===== src/rtl/rfx_pkg.sv =====
package rfx_pkg;

    typedef enum logic {
        XBAR_FULL    = 1'b0,
        XBAR_STRIDED = 1'b1
    } xbar_mode_e;

    // Number of candidate slots per bank port.
    function automatic int unsigned cand_count(xbar_mode_e mode, int unsigned n_req,
                                               int unsigned n_port);
        return (mode == XBAR_FULL) ? n_req : (n_req + n_port - 1) / n_port;
    endfunction

    // Requester index feeding candidate slot k of port j.
    function automatic int unsigned cand_req(xbar_mode_e mode, int unsigned k,
                                             int unsigned j, int unsigned n_port);
        return (mode == XBAR_FULL) ? k : k * n_port + j;
    endfunction

endpackage


===== src/rtl/rfx_port_stage.sv =====
module rfx_port_stage
    import rfx_pkg::*;
#(
    parameter int unsigned N     = 4,
    parameter int unsigned AW    = 6,
    parameter int unsigned SHIFT = 4,
    parameter int unsigned P     = 2,
    parameter int unsigned NC    = 4,
    parameter int unsigned BANK  = 0,
    parameter int unsigned PORT  = 0,
    parameter xbar_mode_e  MODE  = XBAR_FULL
) (
    input  logic                 port_ready,
    input  logic [N-1:0]         busy_in,
    input  logic [N*AW-1:0]      req_addr,
    output logic [N-1:0]         busy_out,
    output logic [N-1:0]         grant_req,
    output logic [NC-1:0]        sel_valid,
    output logic [NC-1:0]        sel_grant,
    output logic                 out_valid,
    output logic [AW-1:0]        out_addr
);
    localparam int unsigned   BW      = AW - SHIFT;
    localparam logic [BW-1:0] BANK_ID = BW'(BANK);

    logic [NC-1:0][N-1:0] cand_oh;
    logic [SHIFT-1:0]     low_bits;

    // Candidate map: a constant requester index per slot
    for (genvar k = 0; k < NC; k++) begin : g_cand
        localparam int unsigned RIDX = cand_req(MODE, k, PORT, P);
        if (RIDX < N) begin : g_live
            assign cand_oh[k]   = N'(1) << RIDX;
            assign sel_valid[k] = port_ready & ~busy_in[RIDX]
                                & (req_addr[RIDX*AW+SHIFT +: BW] == BANK_ID);
        end else begin : g_none
            assign cand_oh[k]   = '0;
            assign sel_valid[k] = 1'b0;
        end
    end

    // Lowest eligible slot wins
    always_comb begin : b_pick
        logic taken;
        taken     = 1'b0;
        grant_req = '0;
        for (int i = 0; i < NC; i++) begin
            sel_grant[i] = sel_valid[i] & ~taken;
            if (sel_grant[i]) grant_req = grant_req | cand_oh[i];
            taken = taken | sel_valid[i];
        end
    end

    always_comb begin : b_addr
        low_bits = '0;
        for (int r = 0; r < N; r++)
            if (grant_req[r]) low_bits = low_bits | req_addr[r*AW +: SHIFT];
        out_valid = |grant_req;
        out_addr  = out_valid ? {BANK_ID, low_bits} : '0;
        busy_out  = busy_in | grant_req;
    end

    always_comb begin : b_chk
        AST_ONE_GRANT: assert ($onehot0(sel_grant)) else $error("two grants on one port");
        AST_GRANT_NEEDS_SEL: assert ((sel_grant & ~sel_valid) == '0) else $error("grant without select");
        AST_NO_REGRANT: assert ((grant_req & busy_in) == '0) else $error("busy requester granted");
        if (!port_ready) begin
            AST_IDLE_NOT_READY: assert (!out_valid && sel_valid == '0) else $error("activity while not ready");
        end
        if (out_valid) begin
            AST_ADDR_BANK: assert (out_addr[AW-1:SHIFT] == BANK_ID) else $error("wrong bank field");
        end
    end

endmodule


===== src/rtl/rfx_return_mux.sv =====
module rfx_return_mux #(
    parameter int unsigned N  = 4,
    parameter int unsigned L  = 4,
    parameter int unsigned DW = 8
) (
    input  logic [L*N-1:0]  port_grant,
    input  logic [L*DW-1:0] port_data,
    output logic [N-1:0]    req_ack,
    output logic [N*DW-1:0] req_data
);
    for (genvar r = 0; r < N; r++) begin : g_req
        logic [L-1:0] hits;
        for (genvar l = 0; l < L; l++) begin : g_hit
            assign hits[l] = port_grant[l*N + r];
        end

        always_comb begin : b_sel
            req_data[r*DW +: DW] = '0;
            for (int l = 0; l < L; l++)
                if (hits[l]) req_data[r*DW +: DW] = req_data[r*DW +: DW] | port_data[l*DW +: DW];
        end
        assign req_ack[r] = |hits;

        always_comb begin : b_chk
            AST_SINGLE_OWNER: assert ($countones(hits) <= 1) else $error("requester served twice");
        end
    end

endmodule


===== src/rtl/rfx_bank_read_xbar.sv =====
module rfx_bank_read_xbar
    import rfx_pkg::*;
#(
    parameter int unsigned N     = 4,
    parameter int unsigned B     = 2,
    parameter int unsigned P     = 2,
    parameter int unsigned AW    = 6,
    parameter int unsigned DW    = 8,
    parameter int unsigned SHIFT = 4,
    parameter xbar_mode_e  MODE  = XBAR_FULL,
    localparam int unsigned L    = B * P,
    localparam int unsigned NC   = cand_count(MODE, N, P)
) (
    input  logic [N-1:0]      req_valid,
    input  logic [N*AW-1:0]   req_addr,
    output logic [N-1:0]      req_ack,
    output logic [N*DW-1:0]   req_data,
    input  logic [L-1:0]      bank_ready,
    output logic [L-1:0]      bank_valid,
    output logic [L*AW-1:0]   bank_addr,
    input  logic [L*DW-1:0]   bank_data,
    output logic [L*NC-1:0]   sel_valid,
    output logic [L*NC-1:0]   sel_grant
);
    logic [L:0][N-1:0] busy_chain;
    logic [L*N-1:0]    port_grant;

    // Idle requesters start out busy
    assign busy_chain[0] = ~req_valid;

    for (genvar b = 0; b < B; b++) begin : g_bank
        for (genvar p = 0; p < P; p++) begin : g_port
            localparam int unsigned LI = b * P + p;
            rfx_port_stage #(
                .N(N), .AW(AW), .SHIFT(SHIFT), .P(P), .NC(NC),
                .BANK(b), .PORT(p), .MODE(MODE)
            ) i_stage (
                .port_ready (bank_ready[LI]),
                .busy_in    (busy_chain[LI]),
                .req_addr   (req_addr),
                .busy_out   (busy_chain[LI+1]),
                .grant_req  (port_grant[LI*N +: N]),
                .sel_valid  (sel_valid[LI*NC +: NC]),
                .sel_grant  (sel_grant[LI*NC +: NC]),
                .out_valid  (bank_valid[LI]),
                .out_addr   (bank_addr[LI*AW +: AW])
            );
        end
    end

    rfx_return_mux #(.N(N), .L(L), .DW(DW)) i_ret (
        .port_grant (port_grant),
        .port_data  (bank_data),
        .req_ack    (req_ack),
        .req_data   (req_data)
    );

    always_comb begin : b_chk
        AST_ACK_NEEDS_VALID: assert ((req_ack & ~req_valid) == '0) else $error("idle requester acked");
    end

endmodule


===== config.mk =====
export PLATFORM = sky130hd
export DESIGN_NAME = rfx_bank_read_xbar
export DESIGN_NICKNAME = d
export VERILOG_FILES = /design/src/rtl/rfx_pkg.sv /design/src/rtl/rfx_port_stage.sv /design/src/rtl/rfx_return_mux.sv /design/src/rtl/rfx_bank_read_xbar.sv
export SDC_FILE = /design/constraint.sdc
export NUM_CORES = 1
export LEC_CHECK = 0
export BUFFER_PORTS_ARGS = -buffer_cell sky130_fd_sc_hd__buf_2
export CELL_PAD_IN_SITES_DETAIL_PLACEMENT = 1
export CELL_PAD_IN_SITES_GLOBAL_PLACEMENT = 2
export CORE_MARGIN = 2
export CORE_UTILIZATION = 19
export DETAILED_ROUTE_END_ITERATION = 10
export PLACE_DENSITY_LB_ADDON = 0.08
export REMOVE_ABC_BUFFERS = 1
export SETUP_SLACK_MARGIN = 0.4
export SYNTH_ARGS = -nofsm -noshare
export SYNTH_HDL_FRONTEND = slang
export SYNTH_SLANG_ARGS = --single-unit

===== constraint.sdc =====
create_clock -name vclk -period 3.2
set_input_delay 0.32 -clock vclk [all_inputs]
set_output_delay 0.32 -clock vclk [all_outputs]
set_load 0.01 [all_outputs]

==> flow_summary.yaml, run 1 <==
status:
  outcome: "completed"
setup_path:
  arrival_ns: 2.35
  crit_required_ns: 2.88
  critPathKind: "in -> out"
  cp_cell_sequence: "buf_2, and4bb_4, o21ai_0, a21oi_1, a222oi_1, a21oi_1, buf_2"
  max_stage_delay_ns: 0.58
  cp-end-kind: "primary output"
  crit_fanout: 24
  slowest_stage: "and4bb_4"
  cp-start-kind: "input port"
logic_synthesis:
  yosys.area.top_type: "a222oi_1"
  ys_types: 49
  synth_top_area_share_pct: 16.8
  synthTopCellsByArea: "a222oi_1 (17%), nand2_1 (16%), buf_4 (6.9%), a221o_1 (6.4%), a22o_1 (4.0%)"
  synth_area_per_cell_um2: 6.58
  syn_area_um2: 1730
  yosys_warnings: 0
  synthesis.instances: 263
  yosysSeqAreaShare_pct: 0
die:
  die-area_um2: 9890
  core_um2: 8760
  io_pins: 160
  die_h_um: 99.5
  start_util_pct: 19.8
  die_w_um: 99.5
  rows: 34
sta:
  rsz0062_at_grt: "false"
  setup_tns_ns: 0
  finalCriticalPeriod_ns: 2.67
  maxSlewHeadroom_pct: 36.6
  fmax_ghz: 0.375
  worstMarginPinSlew_ns: 0.946
  setup_violations: 0
  slew_viol_final: 0
  period_share_pct: 83.3
  timing_hold_violations_final: 0
cts:
  postCtsHoldBufs: 0
  post_cts_buffers: 0
routing:
  postRouteAntennaNets: 0
  drt_iter0_markers: 261
  first_pass_iters: 6
  vias: 2798
  drc: 0
  viasPerCell: 5.50
  routedWlPerCell_um: 20.5
  routed_wl_um: 10400
placement:
  place.detailed.hpwl_um: 8230
  io_buffers: 154
  gp_congestion: 0.779
  dp.cells: 509
worst_hold_path:
  hp-start: "bank_data[13]"
  min_path_cells: 4
  hp-class: "in -> out"
  whs_endpoint: "req_data[21]"
cells_and_area:
  clkbuf_count: 0
  seqCellArea_um2: 0
  layout-drive-gt1-share_pct: 46.9
  area_growth_pct: 47.7
  nFillCells: 1163
  fin_nets: 467
  antenna_cells: 0
  nFlopsAndLatches: 0
  final_cells: 509
run:
  cap_violations: 0
global_route:
  gr-total-overflow: 0
  antenna_found_initial: 0
  gr-usage-all-layers_pct: 19.9
  grt_pass1_wl_um: 16000
  grt_pass1_vias: 2787
  grt_start_max_net_pins: 25
power_and_ir_drop:
  ir_drop_mv: 0.0352
  powerDensity_nw_per_um2: 117
  leakagePower_nw: 1.53
==> power by group <==
part           internal, mW  switching (mW)
logic                 0.120           0.179
clock network             0               0
registers                 0               0
total                 0.120           0.179
==> timing repair <==
action / CTS / global route
endpoints found under the hold margin: 0 / 0
gates resized for setup: 0 / 2
endpoints found under the setup margin: 0 / 6
==> stage by stage <==
stage	worst slack (ns)	instance area, um^2	power [mW]	utilization, %	hold slack [ns]
floorplan	0.588	1530	0.131	-	0.696
global placement	0.522	2550	0.296	29.1	0.972
detailed placement	0.565	2550	0.298	29.1	0.980
CTS	0.552	2550	0.299	29.1	0.981
global route	0.412	2560	0.326	29.2	1.00
finish	0.535	2560	0.298	29.2	0.974
==> layout make-up <==
class / instances / area [um^2] / share of cell area, %
inverters: 11 / 41.3 / 1.61
repair buffers: 168 / 876 / 34.2
multi-input cells: 222 / 1510 / 58.9
well taps: 108 / 135 / 5.28
==> synth_stat cells, drive strengths merged, types with 2 or more instances <==
cell	number
nand2	72
buf	31
a222oi	29
nor2	13
a21oi	11
a221o	11
inv	11
a22o	8
nand3	6
nand4	6
a22oi	5
nor3	5
nor3b	5
o21ai	5
a221oi	4
clkbuf	4
a41oi	3
and2	3
nand3b	3
nand4b	3
nand4bb	3
nor2b	3
or4	3
and3	2
and4b	2
and4bb	2
xnor2	2
==> logic make-up after synthesis <==
logic type / synth area share [%]
mux: 0.578
other cells: 0.217
buf+inv: 15.4
simple gates: 44.1
compound gates: 38.7
xor+xnor: 1.01
==> worst max path at each step <==
stage	start	end	slack, ns	cells after the start
2_1_floorplan	req_addr[5]	bank_addr[20]	0.59	4
3_3_place_gp	bank_ready[2]	req_data[18]	0.52	7
3_5_place_dp	req_addr[17]	bank_addr[6]	0.56	8
4_1_cts	bank_ready[2]	req_data[17]	0.55	7
5_1_grt	bank_ready[2]	req_ack[1]	0.41	7
6_report	req_addr[4]	bank_addr[6]	0.53	7
==> placed cells by master (no fill, tap or decap), types with 4 or more instances in the layout <==
master and instances:
a21oi_1 10, a221o_1 11, a221oi_1 4, a222oi_1 29, a22o_1 8, a22oi_1 5, buf_2 154, buf_4 14
conb_1 6, inv_1 11, nand2_1 72, nand3_1 5, nand4_1 5, nor2_1 13
==> per-layer routing <==
| metal | vias to the layer above | part of all wire, % | GRT usage [%] |
|---|---|---|---|
| li1 | 1296 | - | - |
| met1 | 1339 | 45 | 29.0 |
| met2 | 161 | 46 | 33.6 |
| met3 | 2 | 9.0 | 1.76 |
| met4 | 0 | 0.28 | 0.527 |
| met5 | - | 0 | 0 |
==> critical path: cells and delay by family <==
kind	cells	cell delay (ns)
AOI/OAI and AO/OA	4	1.13
and+or+nand+nor	1	0.58
buffers and inverters	2	0.30
Power figures use the tool's default switching activity.
==> inputs of run 2 (changes only) <==
--- a/config.mk
+++ b/config.mk
@@ -9,7 +9,7 @@
 export CELL_PAD_IN_SITES_DETAIL_PLACEMENT = 1
 export CELL_PAD_IN_SITES_GLOBAL_PLACEMENT = 2
 export CORE_MARGIN = 2
-export CORE_UTILIZATION = 19
+export CORE_UTILIZATION = 16
 export DETAILED_ROUTE_END_ITERATION = 10
 export PLACE_DENSITY_LB_ADDON = 0.08
 export REMOVE_ABC_BUFFERS = 1
==> constraint.sdc (replaced) <==
create_clock -name vclk -period 2.2
set_input_delay 0.22 -clock vclk [all_inputs]
set_output_delay 0.22 -clock vclk [all_outputs]
set_load 0.01 [all_outputs]
==> run 2 against run 1 <==
Design area up 39%. Non-clock buffer count up 57. Routed wire length up 14%.
==> flow_summary.yaml, run 2 (synthesized netlist as in run 1, its figures left out) <==
placement:
  place.detailed.hpwl_um: 9050
  gp_congestion: 0.819
  dp.cells: 565
  dp_slack_ns: 0.0447
  io_buffers: 154
global_route:
  gr-total-overflow: 0
  grt_start_max_net_pins: 13
  gr-usage-all-layers_pct: 18.7
  grt_pass1_wl_um: 17400
  antenna_found_initial: 0
  grt_pass1_vias: 3115
cells_and_area:
  final_cell_mix: "buf_2 (140), nand2_1 (72), buf_4 (45)"
  layout-drive-gt1-share_pct: 63.5
  clkbuf_count: 0
  nFillCells: 1309
  final_cells: 594
  fin_nets: 524
  layout_commonest_cell: "buf_2"
  antenna_cells: 0
  seqCellArea_um2: 0
  area_growth_pct: 105
  nFlopsAndLatches: 0
die:
  die-area_um2: 11700
  die_h_um: 108
  rows: 37
  io_pins: 160
  die_w_um: 108
  start_util_pct: 16.6
  core_um2: 10400
power_and_ir_drop:
  p_comb_share_pct: 100.0
  power_frac_clock_pct: 0
  intPower_mw: 0.269
  powerDensity_nw_per_um2: 161
  leakagePower_nw: 1.94
  seq_power_share_pct: 0
  ir_drop_mv: 0.0481
  p_sw_share_pct: 52.9
  p_switching_mw: 0.302
setup_path:
  crit_fanout: 4
  cp-start-kind: "input port"
  critPathKind: "in -> out"
  arrival_ns: 1.79
  crit_required_ns: 1.98
  cp-end-kind: "primary output"
worst_hold_path:
  min_path_cells: 4
  hp-class: "in -> out"
  hp-start: "bank_data[10]"
  whs_endpoint: "req_data[18]"
sta:
  slew_viol_final: 0
  setup_violations: 0
  fmax_ghz: 0.498
  finalCriticalPeriod_ns: 2.01
  period_share_pct: 91.2
  fin_ws_ns: 0.193
  timing_hold_violations_final: 0
  rsz0062_at_grt: "true"
status:
  outcome: "completed"
routing:
  routed_wl_um: 11900
  routedWlPerCell_um: 20.0
  first_pass_iters: 5
  drc: 0
  drt_iter0_markers: 189
  postRouteAntennaNets: 0
  viasPerCell: 5.08
  vias: 3015
cts:
  postCtsHoldBufs: 0
run:
  cap_violations: 0
run 2: cell count changes in the layout (fill, tap and decap cells not counted), moves of 5 or more:
cell	before	now
inv_1	11	6
buf_4	14	45
a21oi_2	1	10
buf_6	0	27
buf_8	0	8
buf_2	154	140
a21oi_1	10	1
run 2: how the worst max path moves through the flow:
stage / startpoint / end / slack, ns
6_report: req_addr[11] / req_data[25] / 0.19
3_3_place_gp: req_addr[4] / bank_addr[8] / 0.07
4_1_cts: req_addr[4] / bank_addr[9] / 0.21
3_5_place_dp: req_addr[4] / bank_addr[9] / 0.04
2_1_floorplan: req_addr[5] / bank_addr[20] / -0.21
5_1_grt: req_addr[5] / req_ack[3] / 0.11
run 2: layout make-up:
type | count | area, um^2 | area share, %
multi-input cells | 222 | 1750 | 49.5
repair buffers | 225 | 1570 | 44.4
well taps | 136 | 170 | 4.80
inverters | 11 | 47.5 | 1.34
run 2: per-stage QoR:
| stage | hold WS [ns] | util [%] | area, um^2 | setup TNS [ns] | power (mW) |
|---|---|---|---|---|---|
| floorplan | 0.496 | - | 1530 | -0.895 | 0.190 |
| global placement | 0.777 | 27.0 | 2820 | 0 | 0.459 |
| detailed placement | 0.770 | 27.0 | 2820 | 0 | 0.461 |
| CTS | 0.770 | 30.2 | 3140 | 0 | 0.513 |
| global route | 0.786 | 34.0 | 3540 | 0 | 0.617 |
| finish | 0.764 | 34.0 | 3540 | 0 | 0.570 |
run 2: power groups by stage:
stage               logic (mW)  clock network [mW]  registers (mW)
floorplan                0.190                   0               0
global placement         0.459                   0               0
detailed placement       0.461                   0               0
CTS                      0.513                   0               0
global route             0.617                   0               0
finish                   0.570                   0               0
run 2: layer usage:
metal  wire, um  vias to the layer above  part of all wire [%]  global-route usage (%)
met5          0                        -                     0                       0
met4         48                        0                  0.40                   0.824
met3        893                        4                   7.5                    2.29
met2       5800                      131                    49                    34.1
met1       5120                     1463                    43                    24.7
li1           -                     1417                     -                       -
run 2: repair_timing:
item,in CTS,in global routing
pin swaps,40,50
setup buffers,11,15
endpoints found under the setup margin,60,56
gates cloned,1,2
gates resized for setup,64,54
run 2: critical path: stages:
cell,delay (ns)
buf_8,0.10
and4bb_4,0.38
mux2i_2,0.24
o21ai_2,0.08
and3_4,0.16
buf_6,0.12
a221o_1,0.33
buf_2,0.15
==> inputs of run 3 (changes only) <==
--- a/config.mk
+++ b/config.mk
@@ -12,6 +12,7 @@
 export CORE_UTILIZATION = 16
 export DETAILED_ROUTE_END_ITERATION = 10
 export PLACE_DENSITY_LB_ADDON = 0.08
+export RECOVER_POWER = 25
 export REMOVE_ABC_BUFFERS = 1
 export SETUP_SLACK_MARGIN = 0.4
 export SYNTH_ARGS = -nofsm -noshare
==> constraint.sdc (replaced) <==
create_clock -name vclk -period 1.8
set_input_delay 0.18 -clock vclk [all_inputs]
set_output_delay 0.18 -clock vclk [all_outputs]
set_load 0.01 [all_outputs]
==> run 3 against run 2 <==
The run now ends with negative setup slack left. Total power rose by 44%. Clock-buffer cell count is the same. Non-clock buffer count increased by 56. Via count up 8.1%. Worst hold slack worse by 0.077 ns. Worst setup slack lost 0.28 ns. Flip-flop and latch count unchanged. Global-route usage grew 1.5 points. Critical path depth unchanged. Utilization up 8.7 points. Largest power group unchanged.
==> flow_summary.yaml, run 3 (synthesized netlist as in run 1, its figures left out) <==
power_and_ir_drop:
  seq_power_share_pct: 0
  report.power.total_mw: 0.824
  p_comb_share_pct: 100.0
  power_frac_clock_pct: 0
  p_sw_share_pct: 49.2
  powerDensity_nw_per_um2: 185
  leakagePower_nw: 2.37
  intPower_mw: 0.419
  ir_drop_mv: 0.0804
  p_switching_mw: 0.405
setup_path:
  arrival_ns: 1.71
  cp-start-kind: "input port"
  cp_cell_sequence: "buf_6, and4bb_4, mux2i_1, o21ai_2, and3_4, buf_12, a221o_1, buf_2"
  slowest_stage: "and4bb_4"
  crit_required_ns: 1.62
  critPathKind: "in -> out"
  crit_fanout: 9
  cp-end-kind: "primary output"
  max_stage_delay_ns: 0.37
routing:
  drc: 0
  routed_wl_um: 12600
  drt_iter0_markers: 251
  routedWlPerCell_um: 19.3
  vias: 3258
  viasPerCell: 5.01
  postRouteAntennaNets: 0
  first_pass_iters: 7
die:
  start_util_pct: 16.6
  core_um2: 10400
  die_h_um: 108
  io_pins: 160
  die-area_um2: 11700
  rows: 37
  die_w_um: 108
global_route:
  grt_start_max_net_pins: 12
  gr-usage-all-layers_pct: 20.2
  antenna_found_initial: 0
  grt_pass1_wl_um: 18800
  grt_pass1_vias: 3317
  gr-total-overflow: 0
cells_and_area:
  layout_commonest_cell: "buf_2"
  nFlopsAndLatches: 0
  nFillCells: 1295
  layout-drive-gt1-share_pct: 68.5
  area_growth_pct: 157
  clkbuf_count: 0
  antenna_cells: 0
  multi_input_area_um2: 1870
  seqCellArea_um2: 0
  final_cell_mix: "buf_2 (114), buf_6 (85), nand2_1 (62)"
  fin_util_pct: 42.7
  fin_nets: 580
cts:
  postCtsHoldBufs: 0
worst_hold_path:
  hp-class: "in -> out"
sta:
  period_share_pct: 105
  setup_tns_ns: -1.28
  rsz0062_at_grt: "true"
  fmax_ghz: 0.529
  fin_ws_ns: -0.0889
  finalCriticalPeriod_ns: 1.89
  slew_viol_final: 0
  holdWs_ns: 0.687
  timing_hold_violations_final: 0
  setup_violations: 27
placement:
  io_buffers: 154
  dp_slack_ns: -0.322
  gp_congestion: 0.811
  place.detailed.hpwl_um: 9330
status:
  violations: "negative setup slack"
  outcome: "finished with violations"
run:
  cap_violations: 0
[run 3: changes by cell type in the layout (fill, tap and decap cells not counted), moves of 5 or more]
cell     change
buf_4       +14
buf_8        +5
buf_2       -26
nand2_1     -10
buf_6       +58
nand2_4      +7
a21oi_2      -6
[run 3: through the flow]
step | cell area (um^2) | std cells
2_1_floorplan | 1530 | 233
3_3_place_gp | 3070 | 597
3_5_place_dp | 3070 | 597
4_1_cts | 4120 | 632
5_1_grt | 4450 | 650
6_report | 4450 | 650
[run 3: final cells by class]
class	instances	share of cell area (%)
Timing Repair Buffer	281	52.8
Inverter	11	1.27
Tap cell	136	3.83
Multi-Input combinational cell	222	42.1
[run 3: path summary, 6_finish.rpt]
kind,startpoint,endpoint,slack [ns],cells past startpoint
worst min-delay path,bank_data[10],req_data[18],0.69,4
worst max-delay path,req_addr[10],req_data[25],-0.09,8
[run 3: power by group through the flow]
| stage | clock [mW] | sequential [mW] | combinational, mW |
|---|---|---|---|
| 2_1_floorplan | 0 | 0 | 0.232 |
| 5_1_grt | 0 | 0 | 0.882 |
| 3_5_place_dp | 0 | 0 | 0.599 |
| 6_report | 0 | 0 | 0.824 |
| 3_3_place_gp | 0 | 0 | 0.596 |
| 4_1_cts | 0 | 0 | 0.772 |
[run 3: repair_timing]
item,4_1_cts,5_1_grt
resized for setup,166,49
buffers inserted,32,18
pin swaps,74,42
cloned,3,0
endpoints found under the setup margin,78,76
[run 3: worst max-delay path: cells and delay by family]
kind,cells,cell delay [ns]
and+or+nand+nor,2,0.53
AOI/OAI and AO/OA,2,0.39
buffers and inverters,3,0.37
muxes,1,0.23
[run 3: per-layer routing]
layer / GRT usage [%] / part of all wire, % / vias up
met5: 0 / 0 / -
li1: - / - / 1528
met1: 26.2 / 42 / 1573
met2: 38.5 / 51 / 149
met3: 1.33 / 6.4 / 8
met4: 0.458 / 0.57 / 0
